### config.mk
export PLATFORM = sky130hd
export DESIGN_NAME = sdm5_modulator
export DESIGN_NICKNAME = d
export VERILOG_FILES = /design/src/rtl/sdm5_pkg.sv /design/src/rtl/sdm5_integ.sv /design/src/rtl/sdm5_feedback.sv /design/src/rtl/sdm5_quantizer.sv /design/src/rtl/sdm5_watchdog.sv /design/src/rtl/sdm5_modulator.sv
export SDC_FILE = /design/constraint.sdc
export NUM_CORES = 1
export LEC_CHECK = 0
export ABC_AREA = 0
export BUFFER_PORTS_ARGS = -buffer_cell sky130_fd_sc_hd__clkbuf_2
export CORE_ASPECT_RATIO = 1.2
export CORE_UTILIZATION = 25
export CTS_CLUSTER_SIZE = 28
export DETAILED_ROUTE_END_ITERATION = 6
export HOLD_SLACK_MARGIN = 0.1
export PLACE_DENSITY_LB_ADDON = 0.1
export SYNTH_ARGS = -nofsm -noshare
export SYNTH_HDL_FRONTEND = slang
export SYNTH_SLANG_ARGS = --single-unit
### constraint.sdc
create_clock -name clk -period 17.15 [get_ports clk]
set_clock_uncertainty 0.15 [all_clocks]
set_input_delay 3.43 -clock clk [delete_from_list [all_inputs] [get_ports clk]]
set_output_delay 3.43 -clock clk [all_outputs]
set_load 0.05 [all_outputs]
### src/rtl/sdm5_pkg.sv
package sdm5_pkg;
  localparam int NSTAGE = 5;

  // integrator gain as right shift: 1, 1, 1/2, 1/4, 1/8
  function automatic int gain_shift(input int idx);
    case (idx)
      0, 1:    return 0;
      2:       return 1;
      3:       return 2;
      default: return 3;
    endcase
  endfunction

  // summing weight as right shift: 1, 1/2, 1/4, 1/8, 1/8
  function automatic int weight_shift(input int idx);
    case (idx)
      0:       return 0;
      1:       return 1;
      2:       return 2;
      default: return 3;
    endcase
  endfunction
endpackage

### src/rtl/sdm5_integ.sv
module sdm5_integ #(
  parameter int W     = 24,
  parameter int UW    = 28,
  parameter int SHIFT = 0
) (
  input  logic                 clk,
  input  logic                 rst,
  input  logic                 en,
  input  logic                 clr,
  input  logic signed [UW-1:0] u,
  output logic signed [W-1:0]  st
);
  localparam int EW = UW + 2;
  localparam logic signed [EW-1:0] HI = {{(EW-W+1){1'b0}}, {(W-1){1'b1}}};
  localparam logic signed [EW-1:0] LO = {{(EW-W+1){1'b1}}, {(W-1){1'b0}}};
  localparam logic signed [W-1:0]  HI_W = HI[W-1:0];
  localparam logic signed [W-1:0]  LO_W = LO[W-1:0];

  logic signed [EW-1:0] step;
  logic signed [EW-1:0] sum;
  logic signed [W-1:0]  nxt;

  always_comb begin
    step = EW'(u >>> SHIFT);
    sum  = EW'(st) + step;
    if (sum > HI)      nxt = HI_W;
    else if (sum < LO) nxt = LO_W;
    else               nxt = sum[W-1:0];
  end

  always_ff @(posedge clk) begin
    if (rst || clr)  st <= '0;
    else if (en)     st <= nxt;
  end

  // a state at a rail with an input pushing outward stays at the rail
  a_r7_hold_high: assert property (@(posedge clk) disable iff (rst)
    (en && !clr && st == HI_W && !u[UW-1]) |=> (st == HI_W));
  a_r7_hold_low: assert property (@(posedge clk) disable iff (rst)
    (en && !clr && st == LO_W && u[UW-1]) |=> (st == LO_W));
endmodule

### src/rtl/sdm5_feedback.sv
module sdm5_feedback
  import sdm5_pkg::*;
#(
  parameter int W         = 24,
  parameter int UW        = 28,
  parameter int DAC_LEVEL = 65536,
  parameter int RES1_SH   = 10,
  parameter int RES2_HI   = 4,
  parameter int RES2_LO   = 6
) (
  input  logic signed [W-1:0]  x,
  input  logic                 fb_pos,
  input  logic signed [W-1:0]  st [NSTAGE],
  output logic signed [UW-1:0] u  [NSTAGE]
);
  localparam logic signed [UW-1:0] LEVEL = UW'(DAC_LEVEL);

  logic signed [UW-1:0] dac;
  logic signed [UW-1:0] res1;
  logic signed [UW-1:0] res2;

  always_comb begin
    dac  = fb_pos ? LEVEL : -LEVEL;
    res1 = UW'(st[1] >>> RES1_SH);
    res2 = UW'(st[3] >>> RES2_HI) - UW'(st[3] >>> RES2_LO);
    u[0] = UW'(x) - dac - res1;
    u[2] = UW'(st[1]) - res2;
  end

  // plain chain links
  for (genvar i = 1; i < NSTAGE; i++) begin : g_chain
    if (i != 2) begin : g_link
      assign u[i] = UW'(st[i-1]);
    end
  end
endmodule

### src/rtl/sdm5_quantizer.sv
module sdm5_quantizer
  import sdm5_pkg::*;
#(
  parameter int W = 24
) (
  input  logic signed [W-1:0] st [NSTAGE],
  output logic                q_pos
);
  localparam int QW = W + 3;

  logic signed [QW-1:0] acc;

  always_comb begin
    acc = '0;
    for (int i = 0; i < NSTAGE; i++) begin
      acc = acc + QW'(st[i] >>> weight_shift(i));
    end
    q_pos = ~acc[QW-1];
  end
endmodule

### src/rtl/sdm5_watchdog.sv
module sdm5_watchdog #(
  parameter int RUN_LIMIT = 64
) (
  input  logic clk,
  input  logic rst,
  input  logic valid,
  input  logic bit_now,
  output logic overload
);
  localparam int CW = $clog2(RUN_LIMIT + 1);

  logic [CW-1:0] run_cnt;
  logic [CW-1:0] nxt_run;
  logic          last_bit;
  logic          have_prev;

  always_comb begin
    if (have_prev && bit_now == last_bit) nxt_run = run_cnt + 1'b1;
    else                                  nxt_run = CW'(1);
  end

  always_ff @(posedge clk) begin
    if (rst) begin
      run_cnt   <= '0;
      last_bit  <= 1'b0;
      have_prev <= 1'b0;
      overload  <= 1'b0;
    end else if (overload) begin
      run_cnt   <= '0;
      have_prev <= 1'b0;
      overload  <= 1'b0;
    end else if (valid) begin
      run_cnt   <= nxt_run;
      last_bit  <= bit_now;
      have_prev <= 1'b1;
      overload  <= (nxt_run == CW'(RUN_LIMIT));
    end
  end

  // the flag is a single-cycle pulse
  a_r8_pulse: assert property (@(posedge clk) disable iff (rst)
    overload |=> !overload);
  // the run count restarts after the flag
  a_r9_restart: assert property (@(posedge clk) disable iff (rst)
    overload |=> (run_cnt == '0 && !have_prev));
endmodule

### src/rtl/sdm5_modulator.sv
module sdm5_modulator
  import sdm5_pkg::*;
#(
  parameter int W         = 24,
  parameter int FRAC      = 16,
  parameter int DAC_LEVEL = 1 << FRAC,
  parameter int RUN_LIMIT = 64
) (
  input  logic                clk,
  input  logic                rst,
  input  logic                in_valid,
  input  logic signed [W-1:0] in_sample,
  output logic                bit_out,
  output logic                bit_valid,
  output logic                overload
);
  localparam int UW = W + 4;

  logic signed [W-1:0]  st [NSTAGE];
  logic signed [UW-1:0] u  [NSTAGE];
  logic                 q_pos;
  logic                 integ_en;

  assign integ_en = in_valid && !overload;

  sdm5_quantizer #(.W(W)) i_quant (
    .st    (st),
    .q_pos (q_pos)
  );

  sdm5_feedback #(.W(W), .UW(UW), .DAC_LEVEL(DAC_LEVEL)) i_fb (
    .x      (in_sample),
    .fb_pos (q_pos),
    .st     (st),
    .u      (u)
  );

  for (genvar i = 0; i < NSTAGE; i++) begin : g_stage
    sdm5_integ #(.W(W), .UW(UW), .SHIFT(gain_shift(i))) i_integ (
      .clk (clk),
      .rst (rst),
      .en  (integ_en),
      .clr (overload),
      .u   (u[i]),
      .st  (st[i])
    );

    // every state is zero on the clock after the flag
    a_r9_clear: assert property (@(posedge clk) disable iff (rst)
      overload |=> (st[i] == '0));
  end

  sdm5_watchdog #(.RUN_LIMIT(RUN_LIMIT)) i_wd (
    .clk      (clk),
    .rst      (rst),
    .valid    (in_valid),
    .bit_now  (q_pos),
    .overload (overload)
  );

  always_ff @(posedge clk) begin
    if (rst) begin
      bit_out   <= 1'b0;
      bit_valid <= 1'b0;
    end else begin
      bit_valid <= in_valid;
      if (in_valid) bit_out <= q_pos;
    end
  end

  // reset leaves outputs quiet
  a_r1_reset: assert property (@(posedge clk)
    rst |=> (!bit_valid && !bit_out && !overload));
  // strobe follows the sample strobe by one clock
  a_r2_valid: assert property (@(posedge clk) disable iff (rst)
    in_valid |=> bit_valid);
  a_r2_novalid: assert property (@(posedge clk) disable iff (rst)
    !in_valid |=> !bit_valid);
  // idle cycles hold the output bit and the first state
  a_r2_hold: assert property (@(posedge clk) disable iff (rst)
    (!in_valid && !overload) |=> ($stable(bit_out) && $stable(st[0])));
endmodule

Word level (Yosys, flattened, before mapping)
Index checks and enable logic that the tools add are counted.
- bits in registers: 132
- input port bits: 27
- output and inout bits: 3
- word-level logic and storage cells: 59
- add/subtract/negate cells: 14
- order comparisons: 10
- eq/ne operators: 2
- muxes and demuxes: 12
- bitwise gates (word level): 3
- reduce and logical (&&, ||, !) cells: 7
- operators with widths (kind ; number):
    2-to-1 mux 24 bit ; 10
    > comparator 30 x 24 -> 1 bit, second input constant ; 5
    less-than comparator 30 x 24 -> 1 bit, second input constant ; 5
    adder 24 x 24 -> 25 bit ; 2
    adder 24 x 28 -> 29 bit ; 1
    2-to-1 mux 28 bit ; 1
    subtractor 24 x 28 -> 28 bit ; 1
    subtractor 28 x 14 -> 28 bit ; 1
    adder 26 x 21 -> 27 bit ; 1
    adder 27 x 21 -> 27 bit ; 1
    adder 25 x 22 -> 26 bit ; 1
    adder 24 x 21 -> 25 bit ; 1
    adder 24 x 22 -> 25 bit ; 1
    adder 24 x 23 -> 25 bit ; 1
    subtractor 24 x 21 -> 25 bit ; 1
    subtractor 20 x 18 -> 21 bit ; 1
    adder 7 x 1 -> 7 bit, second input constant ; 1
    equality test 7 bit, second input constant ; 1
    2-to-1 mux 7 bit ; 1
    inverter 1 bit ; 3
    OR reduction 3 bit ; 1
    logical AND 1 bit ; 2
    AND reduction 2 bit ; 1
    OR reduction 2 bit ; 1
    other kinds (3) ; 3

Logic depth before layout (Yosys ltp)
Gate-level depths: netlist of the first run.
- word-level depth: 11
- gate-level depth with buffers: 37

By module
Synthesis of the first run repeated with hierarchy kept, for this count alone.
- cells, all modules: 2603
- area, all modules: 20270.7 sq um
- modules (own cells, without submodules) (module ; times used ; cells each ; area an instance (sq um)):
    sdm5_feedback ; 1 ; 637 ; 4491.8
    sdm5_integ (g_stage[2].i_integ) ; 1 ; 340 ; 2827.7
    sdm5_integ (g_stage[0].i_integ) ; 1 ; 338 ; 2621.3
    sdm5_integ (g_stage[1].i_integ) ; 1 ; 323 ; 2526.2
    sdm5_quantizer ; 1 ; 285 ; 2448.6
    sdm5_integ (g_stage[4].i_integ) ; 1 ; 319 ; 2392.3
    sdm5_integ (g_stage[3].i_integ) ; 1 ; 293 ; 2351.0
    sdm5_watchdog ; 1 ; 62 ; 545.5
    sdm5_modulator ; 1 ; 6 ; 66.3

Worst setup path after synthesis of the first run
OpenSTA, ideal clock, no wires.
- path type: input to register
- start point: in in_sample[0]
- end point: reg g_stage[0].i_integ.st[3]
- library setup time: 0.143 ns
- arrival: 8.678 ns
- required time: 16.857 ns
- path slack: 8.180 ns
- cell stages on the path: 26
- buffers on the path: 1
- cells stage by stage: inv_1 -> ha_1 -> ha_1 -> or2_2 -> fa_1 -> nand2b_1 -> a21o_1 -> a21oi_1 -> o211ai_1 -> nand2_1 -> o211ai_1 -> o41ai_1 -> o2111ai_1 -> a21oi_1 -> xnor2_1 -> ha_1 -> and2_1 -> nand3_1 -> o21ai_0 -> a41o_1 -> o41a_1 -> xor2_1 -> or4b_4 -> o21ai_2 -> buf_6 -> a211oi_1
- longest elaborated chain between the ends: 6
- elaborated cells on any way between the ends: 7
- those cells by class: 3 x add/sub; 2 x order compare; 2 x mux
- ends and longest elaborated chain (element ; line ; source):
    from (decl) ; sdm5_modulator.sv:12 ; input logic signed [W-1:0] in_sample,
    subtractor 24 x 28 -> 28 bit * ; sdm5_feedback.sv:26 ; u[0] = UW'(x) - dac - res1;
    subtractor 28 x 14 -> 28 bit * ; sdm5_feedback.sv:26 ;
    adder 24 x 28 -> 29 bit * ; sdm5_integ.sv:25 ; sum = EW'(st) + step;
    less-than comparator 30 x 24 -> 1 bit ; sdm5_integ.sv:27 ; else if (sum < LO) nxt = LO_W;
    2-to-1 mux 24 bit ; sdm5_integ.sv:27 ;
    2-to-1 mux 24 bit * ; sdm5_integ.sv:26 ; if (sum > HI) nxt = HI_W;
    to (signal assigned) ; sdm5_integ.sv:33 ; else if (en) st <= nxt;
    to (decl) ; sdm5_integ.sv:11 ; output logic signed [W-1:0] st
Every way passes the cells marked *; elsewhere a longest branch is shown, timed or not.
A chain may end at the register's enable or synchronous reset.

Worst setup path after layout of the first run
- start point: reg g_stage[1].i_integ.st[12]
- end point: reg g_stage[0].i_integ.st[2]
- longest elaborated chain between the ends: 11
- elaborated cells on any way between the ends: 12
- those cells by class: 7 x add/sub; 2 x order compare; 3 x mux
- ends and longest elaborated chain (element ; line ; source):
    from (decl) ; sdm5_integ.sv:11 ;
    from (signal assigned) ; sdm5_integ.sv:33 ;
    adder 24 x 23 -> 25 bit ; sdm5_quantizer.sv:16 ; acc = acc + QW'(st[i] >>> weight_shift(i));
    adder 25 x 22 -> 26 bit ; sdm5_quantizer.sv:16 ;
    adder 26 x 21 -> 27 bit ; sdm5_quantizer.sv:16 ;
    adder 27 x 21 -> 27 bit ; sdm5_quantizer.sv:16 ;
    2-to-1 mux 28 bit ; sdm5_feedback.sv:23 ; dac = fb_pos ? LEVEL : -LEVEL;
    subtractor 24 x 28 -> 28 bit ; sdm5_feedback.sv:26 ;
    subtractor 28 x 14 -> 28 bit * ; sdm5_feedback.sv:26 ;
    adder 24 x 28 -> 29 bit * ; sdm5_integ.sv:25 ;
    less-than comparator 30 x 24 -> 1 bit ; sdm5_integ.sv:27 ;
    2-to-1 mux 24 bit ; sdm5_integ.sv:27 ;
    2-to-1 mux 24 bit * ; sdm5_integ.sv:26 ;
Marks and branches as above.

==> key figures, run 1 <==
Critical path
  • Crit-path slowest cell: o21ai_2
  • Most used cell, CP: inv_1
  • Setup CP Type: reg -> reg
  • CP max FO: 23
  • CP Capture Type: register
  • Worst EP arrival: about 10 ns
  • Startpoint type of the worst setup path: register
  • CP max stage delay: roughly 0.80 ns
  • Req. time, crit path: about 17 ns

Routing
  • Drt pass-1 iters: 5
  • Final ANT Viol Nets: 0
  • WL final: approximately 56 mm
  • DR iter-0 viols: 558
  • Vias: approximately 15,000
  • Wire length per cell: 17.65 um
  • Post-DR vias/cell: 4.843
  • Residual DRC: 0

Clocking
  • Clk_lat worst skew: 0.49 ns
  • Num CTS Buffers: 17
  • Post-cts sizing count: 0
  • Root Buffer: clkbuf_16
  • Clock tree buffer depth: 2
  • Cts hold-fix bufs: 0
  • Clock Sinks: 132
  • H-tree depth: 4
  • Setup Buffers After CTS: 0
  • Clock slew at reported path FFs: roughly 0.07 ns
  • CTS tree: done

Global routing
  • GRT Resource Usage Total: between 15 and 20%
  • Busiest grt layer: met2
  • Largest net degree at the start of global routing: 88
  • Grt met1 use: a little under a fifth
  • Antenna violations before repair: 0
  • Vias in the first global route: between 15,000 and 20,000
  • Met3 usage: 2.109%
  • First-pass GRT wire length: between 80 and 90 mm
  • Grt total ovfl: 0
  • Global routing usage on met2: 29.89%

Logic synthesis
  • Post-synth top area share: between 10% and 20%
  • Synth async-reset ratio: 0%
  • Synth Flop Type: dfxtp_1
  • Leading area contributor after synthesis: ha_1
  • Netlist Area Pre-Place: between 0.015 and 0.02 sq mm
  • Synth warn: 0
  • Synth area leaders: ha_1 (17%), dfxtp_1 (15%), fa_1 (12%), inv_1 (7.3%), a21oi_1 (6.9%)
  • Post-synth EDFFs: 0
  • Synth cell types: just over 80
  • Sequential share of the synthesized area: between 10% and 20%
  • Post-Syn Nets: between 2,000 and 3,000
  • Post-Synthesis Cells: approximately 2,200
  • Post-synthesis register bit count: 132
  • Syn_area_per_cell: slightly below 8 sq um

Die
  • Core area: between 0.06 and 0.07 sq mm
  • Ports: 30
  • Die Span Y: 289.8 um
  • Die area: around 0.07 sq mm
  • Die width: 241.9 um
  • Initial Util: roughly a quarter
  • Cell row count: 105

Finish
  • Post-route cell area: approximately 0.019 sq mm
  • Final net count: roughly 2,600
  • N_diodes: 0
  • Util after Layout: around 28%
  • Area grow syn2layout: 9.959%
  • Layout cells sized above 1: ~5.3%

Place
  • DP Area: between 0.015 and 0.02 sq mm
  • HPWL Detailed: approximately 45 mm
  • Place WS: around 6.5 ns
  • Global placement routability congestion: around 0.86
  • Port Buffers: 29

STA
  • Final WS setup: 6.909 ns
  • Worst-margin pin slew: 1.154 ns
  • Tmin final: around 10 ns
  • Setup violations, final: 0
  • Slew headroom: between 20% and 30%
  • TNS Setup: 0 ns
  • Final Cycle Share: about 60%
  • Pins over their slew limit: 0
  • RSZ-0062 raised after global routing: false
  • Hold Fails Final Rpt: 0
  • FMAX: approximately 0.098 GHz

Hold path
  • Min-Delay Path Class: reg -> reg

Flow run
  • Max-cap violation count: 0

Outcome
  • Run status: complete, no violations
## final timing paths
check	startpoint	endpoint	slack, ns	cells after the start
setup reg to reg	g_stage[1].i_integ.st[12]$_SDFFE_PP0P_	g_stage[0].i_integ.st[2]$_SDFFE_PP0P_	6.91	33
hold reg to reg	i_wd.last_bit$_SDFFE_PP0P_	i_wd.last_bit$_SDFFE_PP0P_	0.32	2
hold / removal	i_wd.last_bit$_SDFFE_PP0P_	i_wd.last_bit$_SDFFE_PP0P_	0.32	2
setup / recovery	g_stage[1].i_integ.st[12]$_SDFFE_PP0P_	g_stage[0].i_integ.st[2]$_SDFFE_PP0P_	6.91	33
## cell families after synthesis
kind of cell             synth area share (%)
AO/OA/AOI/OAI                           25.27
XOR/XNOR                                7.408
multiplexers                           0.4349
AND/OR/NAND/NOR                         14.23
buffers and inverters                   8.647
adder cells (fa/ha/maj)                 28.70
flip-flops                              15.31
## registers in the layout, indices dropped and copies added (netlist names)
signal / cells
bit_out: 1
bit_valid: 1
g_stage.i_integ.st: 120
i_wd.have_prev: 1
i_wd.last_bit: 1
i_wd.overload: 1
i_wd.run_cnt: 7
## layer usage
layer / vias up / wire length, um
met4: 0 / 1372
met1: 7288 / 24890
met3: 59 / 954
met2: 167 / 28380
li1: 7740 / -
met5: - / 0
## metrics by stage
step,instances,hold WS (ns)
3_3_place_gp,3118,0.3059
5_1_grt,3150,0.3517
4_1_cts,3150,0.3207
2_1_floorplan,2224,0.2882
3_5_place_dp,3118,0.3123
6_report,3150,0.3185
## critical path: cells and delay by family, from the launching register on
family                   cells  cell delay [ns]
flip-flops                   1             0.47
AND/OR/NAND/NOR              4             1.05
XOR/XNOR                     2             0.85
buffers and inverters        6             0.72
adder cells (fa/ha/maj)      7             3.15
AO/OA/AOI/OAI               14             3.63
## layout by cell type, fill, tap and decap left out, types with 9 or more instances in the layout
cell / netlist / layout
a21oi_1: 238 / 237
or2_2: 19 / 19
o211ai_1: 18 / 18
clkbuf_2: 0 / 28
a21o_1: 77 / 77
nor2b_1: 22 / 22
xnor2_1: 98 / 98
a211o_1: 12 / 12
dfxtp_1: 132 / 132
a31oi_1: 24 / 24
nand4_1: 16 / 16
ha_1: 228 / 228
o21a_1: 15 / 15
inv_1: 336 / 336
buf_4: 0 / 14
clkbuf_16: 0 / 17
a211oi_1: 33 / 33
nand3_1: 40 / 40
and3_1: 20 / 20
o21bai_1: 17 / 17
o21ai_0: 180 / 180
or3_1: 14 / 14
nand3b_1: 9 / 9
xor2_1: 48 / 48
nor2_1: 107 / 106
nand2_1: 173 / 173
nand2b_1: 23 / 23
fa_1: 105 / 105
nor3_1: 22 / 22
and2_1: 8 / 9
## Yosys cell counts, types with 15 or more instances
cell type    n
inv_1      336
a21oi_1    238
ha_1       228
o21ai_0    180
nand2_1    173
dfxtp_1    132
nor2_1     107
fa_1       105
xnor2_1     98
a21o_1      77
clkbuf_1    52
xor2_1      48
nand3_1     40
a211oi_1    33
a31oi_1     24
nand2b_1    23
nor2b_1     22
nor3_1      22
and3_1      20
or2_2       19
o211ai_1    18
o21bai_1    17
nand4_1     16
o21a_1      15
## cell type report
cell class                 instances  area, sq um
clock inverter                    14        103.9
clock buffer                      18        439.2
tap                              909         1137
multi-input combinational       1699        13150
fill                            7544        49330
inverter                         336         1261
sequential                       132         2643
timing repair buffer              42        245.2
Power of run 1 is left out: the tool's default activity adds up to more than one toggle a clock period on the data nets, which glitch-free logic cannot reach.
==> run 2, diff against run 1 <==
--- a/config.mk
+++ b/config.mk
@@ -5,7 +5,7 @@
 export SDC_FILE = /design/constraint.sdc
 export NUM_CORES = 1
 export LEC_CHECK = 0
-export ABC_AREA = 0
+export ABC_AREA = 1
 export BUFFER_PORTS_ARGS = -buffer_cell sky130_fd_sc_hd__clkbuf_2
 export CORE_ASPECT_RATIO = 1.2
 export CORE_UTILIZATION = 25
==> constraint.sdc (replaced) <==
create_clock -name clk -period 10.45 [get_ports clk]
set_clock_uncertainty 0.15 [all_clocks]
set_input_delay 2.09 -clock clk [delete_from_list [all_inputs] [get_ports clk]]
set_output_delay 2.09 -clock clk [all_outputs]
set_load 0.05 [all_outputs]
==> run 2 against run 1 <==
  * Sequential share of layout area decreased by 0.82 points
  * Largest cell class unchanged
  * Worst hold slack improved by 0.027 ns
  * Non-clock buffer count decreased by 6
  * Via count increased by 14%
  * Cell count increased by 18%
  * Routed wire length increased by 19%
  * Global-route usage increased by 1.8 points
  * Design area increased by 6.3%
  * Area after synthesis increased by 7.1%
  * Synthesized cell count increased by 24%
  * Maximum frequency increased by 11%
  * Highest routed layer unchanged
  * Register-to-register slack got worse by 5.7 ns
==> key figures, run 2 <==
Clocking
  • Num CTS Buffers: 17 (unchanged)
  • Cts hold-fix bufs: 0 (unchanged)
  • Clock slew at reported path FFs: 0.07 ns (about the same)
  • Clk_lat worst skew: 0.49 ns (about the same)
  • Post-cts sizing count: 0 (unchanged)
  • Root Buffer: clkbuf_16
  • Clock Sinks: 132 (unchanged)
  • CTS tree: done
  • H-tree depth: 4 (unchanged)
  • Clock tree buffer depth: 2 (unchanged)
  • Setup Buffers After CTS: 0 (unchanged)

STA
  • TNS Setup: 0 ns (unchanged)
  • Pins over their slew limit: 0 (unchanged)
  • Final WS setup: 1.187 ns (-5.722 ns)
  • FMAX: 0.1080 GHz (+11%)
  • Setup violations, final: 0 (unchanged)
  • Slew headroom: 13.08% (-10 points)
  • Final Cycle Share: 88.64% (+29 points)
  • Tmin final: 9.263 ns (-0.9777 ns)
  • Hold Fails Final Rpt: 0 (unchanged)
  • RSZ-0062 raised after global routing: false
  • Worst-margin pin slew: 1.304 ns (+0.1497 ns)

Logic synthesis
  • Post-Syn Nets: 3,121 (+21%)
  • Synth cell types: 48 (-41%)
  • Adder-cell share of the synthesized area: 26.81% (-1.9 points)
  • Synth area leaders: ha_1 (15%), dfxtp_1 (14%), fa_1 (11%), nand2_1 (11%), inv_1 (11%)
  • Syn_area_per_cell: 6.693 sq um (-14%)
  • Post-synthesis compound-gate area fraction: 17.75% (-7.5 points)
  • Synth Flop Type: dfxtp_1
  • Post-synthesis register bit count: 132 (unchanged)
  • Post-Synthesis Cells: 2,761 (+24%)
  • Synth warn: 0 (unchanged)
  • Post-synth EDFFs: 0 (unchanged)
  • Post-Synth Simple-Gate Area: 21.44% (+7.2 points)
  • Most frequent cell after synthesis: nand2_1
  • Leading area contributor after synthesis: ha_1
  • Synth async-reset ratio: 0% (unchanged)
  • Post-synth top area share: 15.44% (-1.1 points)
  • Synth cell count leaders: nand2_1 (554), inv_1 (540), a21oi_1 (278)
  • Main combinational cell family by area after synthesis: adder cells
  • Proportion of synthesized area in mux cells: 0% (-0.43 points)
  • Sequential share of the synthesized area: 14.30% (-1.0 points)
  • Post-Synth XOR/XNOR Area: 7.346% (-0.061 points)
  • Netlist Area Pre-Place: 0.01848 sq mm (+7.1%)

Finish
  • Layout cells sized above 1: 4.213% (-1.1 points)
  • Largest register by flop count: g_stage.i_integ.st
  • Area grow syn2layout: 9.161%
  • Commonest non-fill, non-tap cell in the layout: nand2_1
  • Max FFs per register: 120 (unchanged)
  • Most frequent cells in the layout: nand2_1 (554), inv_1 (540), a21oi_1 (278)
  • N_diodes: 0 (unchanged)
  • Largest registers: g_stage.i_integ.st: 120 flops, i_wd.run_cnt: 7 flops
  • Final net count: 3,124 (+21%)

Routing
  • WL final: 66.26 mm (+19%)
  • Residual DRC: 0 (unchanged)
  • Vias: 17,410 (+14%)
  • Drt pass-1 iters: 5 (unchanged)
  • Post-DR vias/cell: 4.690 (-3.1%)
  • Wire length per cell: 17.85 um (+1.2%)
  • DR iter-0 viols: 717 (+28%)
  • Final ANT Viol Nets: 0 (unchanged)

Critical path
  • Cell depth of the worst flop-to-flop path: 40 (+21%)
  • CP top delay family: simple AND/OR/NAND/NOR gates
  • Req. time, crit path: 10.73 ns (-6.59 ns)
  • CP max FO: 23 (unchanged)
  • Worst EP arrival: 9.54 ns (-0.87 ns)
  • Critical R2R Launch: g_stage[0].i_integ.st[23]$_SDFFE_PP0P_
  • Crit-path slowest cell: o31ai_4
  • R2R Path End: g_stage[0].i_integ.st[13]$_SDFFE_PP0P_
  • Startpoint type of the worst setup path: register
  • CP Capture Type: register
  • CP max stage delay: 0.83 ns (+0.03 ns)
  • Reg2reg setup slack: 1.19 ns (-5.72 ns)
  • Crit path buf inv count: 6 (unchanged)
  • Setup CP Type: reg -> reg
  • Most used cell, CP: nand2_1

Place
  • Global placement routability congestion: 0.8630 (+0.29%)
  • Port Buffers: 29 (unchanged)
  • Place WS: 1.063 ns (-5.453 ns)
  • HPWL Detailed: 55.17 mm (+22%)

Die
  • Die width: 250.2 um (+3.4%)
  • Core area: 0.07270 sq mm (+6.4%)
  • Die area: 0.07501 sq mm (+7.0%)
  • Initial Util: 25.42% (+0.15 points)
  • Ports: 30 (unchanged)
  • Die Span Y: 299.8 um (+3.4%)
  • Cell row count: 108 (+2.9%)

Global routing
  • Antenna violations before repair: 1 (+1)
  • Vias in the first global route: 18,350 (+16%)
  • Grt total ovfl: 0 (unchanged)
  • First-pass GRT wire length: 102.2 mm (+17%)
  • Largest net degree at the start of global routing: 83 (-5.7%)
  • GRT Resource Usage Total: 17.97% (+1.8 points)

Outcome
  • Run status: complete, no violations

Flow run
  • Max-cap violation count: 0 (unchanged)

Hold path
  • WHS Endpoint: i_wd.have_prev$_SDFFE_PP0P_
  • Worst Min Path Start: i_wd.have_prev$_SDFFE_PP0P_
  • Min-Delay Path Class: reg -> reg
  • Hold path depth: 2 (unchanged)
[run 2: cell count changes after synthesis, moves of 24 or more]
cell / delta
nor2_1: +107
a21o_1: -60
a21oi_2: +24
xnor2_1: -40
inv_1: +204
nand2_1: +381
nand3_1: +45
a21oi_1: +40
xor2_1: +49
a211oi_1: -27
[run 2: tightest hold or removal path, stage by stage (launching register included)]
cell,delay (ns)
dfxtp_1,0.31
nor2_1,0.09
nor2_1,0.05
[run 2: final cells by class]
| cell class | count | area [sq um] |
|---|---|---|
| Fill cell | 8168 | 52530 |
| Timing Repair Buffer | 36 | 200.2 |
| Clock inverter | 13 | 123.9 |
| Tap cell | 935 | 1170 |
| Clock buffer | 19 | 442.9 |
| Sequential cell | 132 | 2643 |
| Multi-Input combinational cell | 2036 | 13560 |
| Inverter | 541 | 2031 |
[run 2: kinds of logic after synthesis]
family / count (synthesis)
and+or+nand+nor: 958
xor gates and xnor gates: 155
DFF: 132
adders and majority gates: 333
AOI/OAI and AO/OA: 590
buffers and inverters: 593
[run 2: how the worst max path moves through the flow]
| stage | startpoint | to | cells past startpoint |
|---|---|---|---|
| 3_5_place_dp | g_stage[0].i_integ.st[23]$_SDFFE_PP0P_ | g_stage[0].i_integ.st[13]$_SDFFE_PP0P_ | 40 |
| 6_report | g_stage[0].i_integ.st[23]$_SDFFE_PP0P_ | g_stage[0].i_integ.st[13]$_SDFFE_PP0P_ | 40 |
| 4_1_cts | g_stage[0].i_integ.st[23]$_SDFFE_PP0P_ | g_stage[0].i_integ.st[13]$_SDFFE_PP0P_ | 40 |
| 5_1_grt | g_stage[0].i_integ.st[23]$_SDFFE_PP0P_ | g_stage[0].i_integ.st[9]$_SDFFE_PP0P_ | 39 |
| 3_3_place_gp | g_stage[0].i_integ.st[23]$_SDFFE_PP0P_ | g_stage[0].i_integ.st[22]$_SDFFE_PP0P_ | 40 |
| 2_1_floorplan | g_stage[1].i_integ.st[23]$_SDFFE_PP0P_ | g_stage[0].i_integ.st[10]$_SDFFE_PP0P_ | 42 |
[run 2: per-stage QoR]
step	util [%]	hold WS, ns	instance area (sq um)	std cells
after global routing	27.75	0.3661	20170	3712
final	27.75	0.3460	20170	3712
after floorplan	-	0.3054	18480	2761
after global placement	26.97	0.3189	19610	3680
after detailed placement	26.97	0.3362	19610	3680
after CTS	27.75	0.3458	20170	3712
[run 2: metal layers]
layer	share of wire (%)	vias up	GRT usage, %
li1	-	8861	-
met1	41	8247	19.49
met2	53	196	34.37
met3	1.7	106	2.242
met4	4.1	0	8.253
met5	0	-	0
Power of run 2 is left out for the same reason.
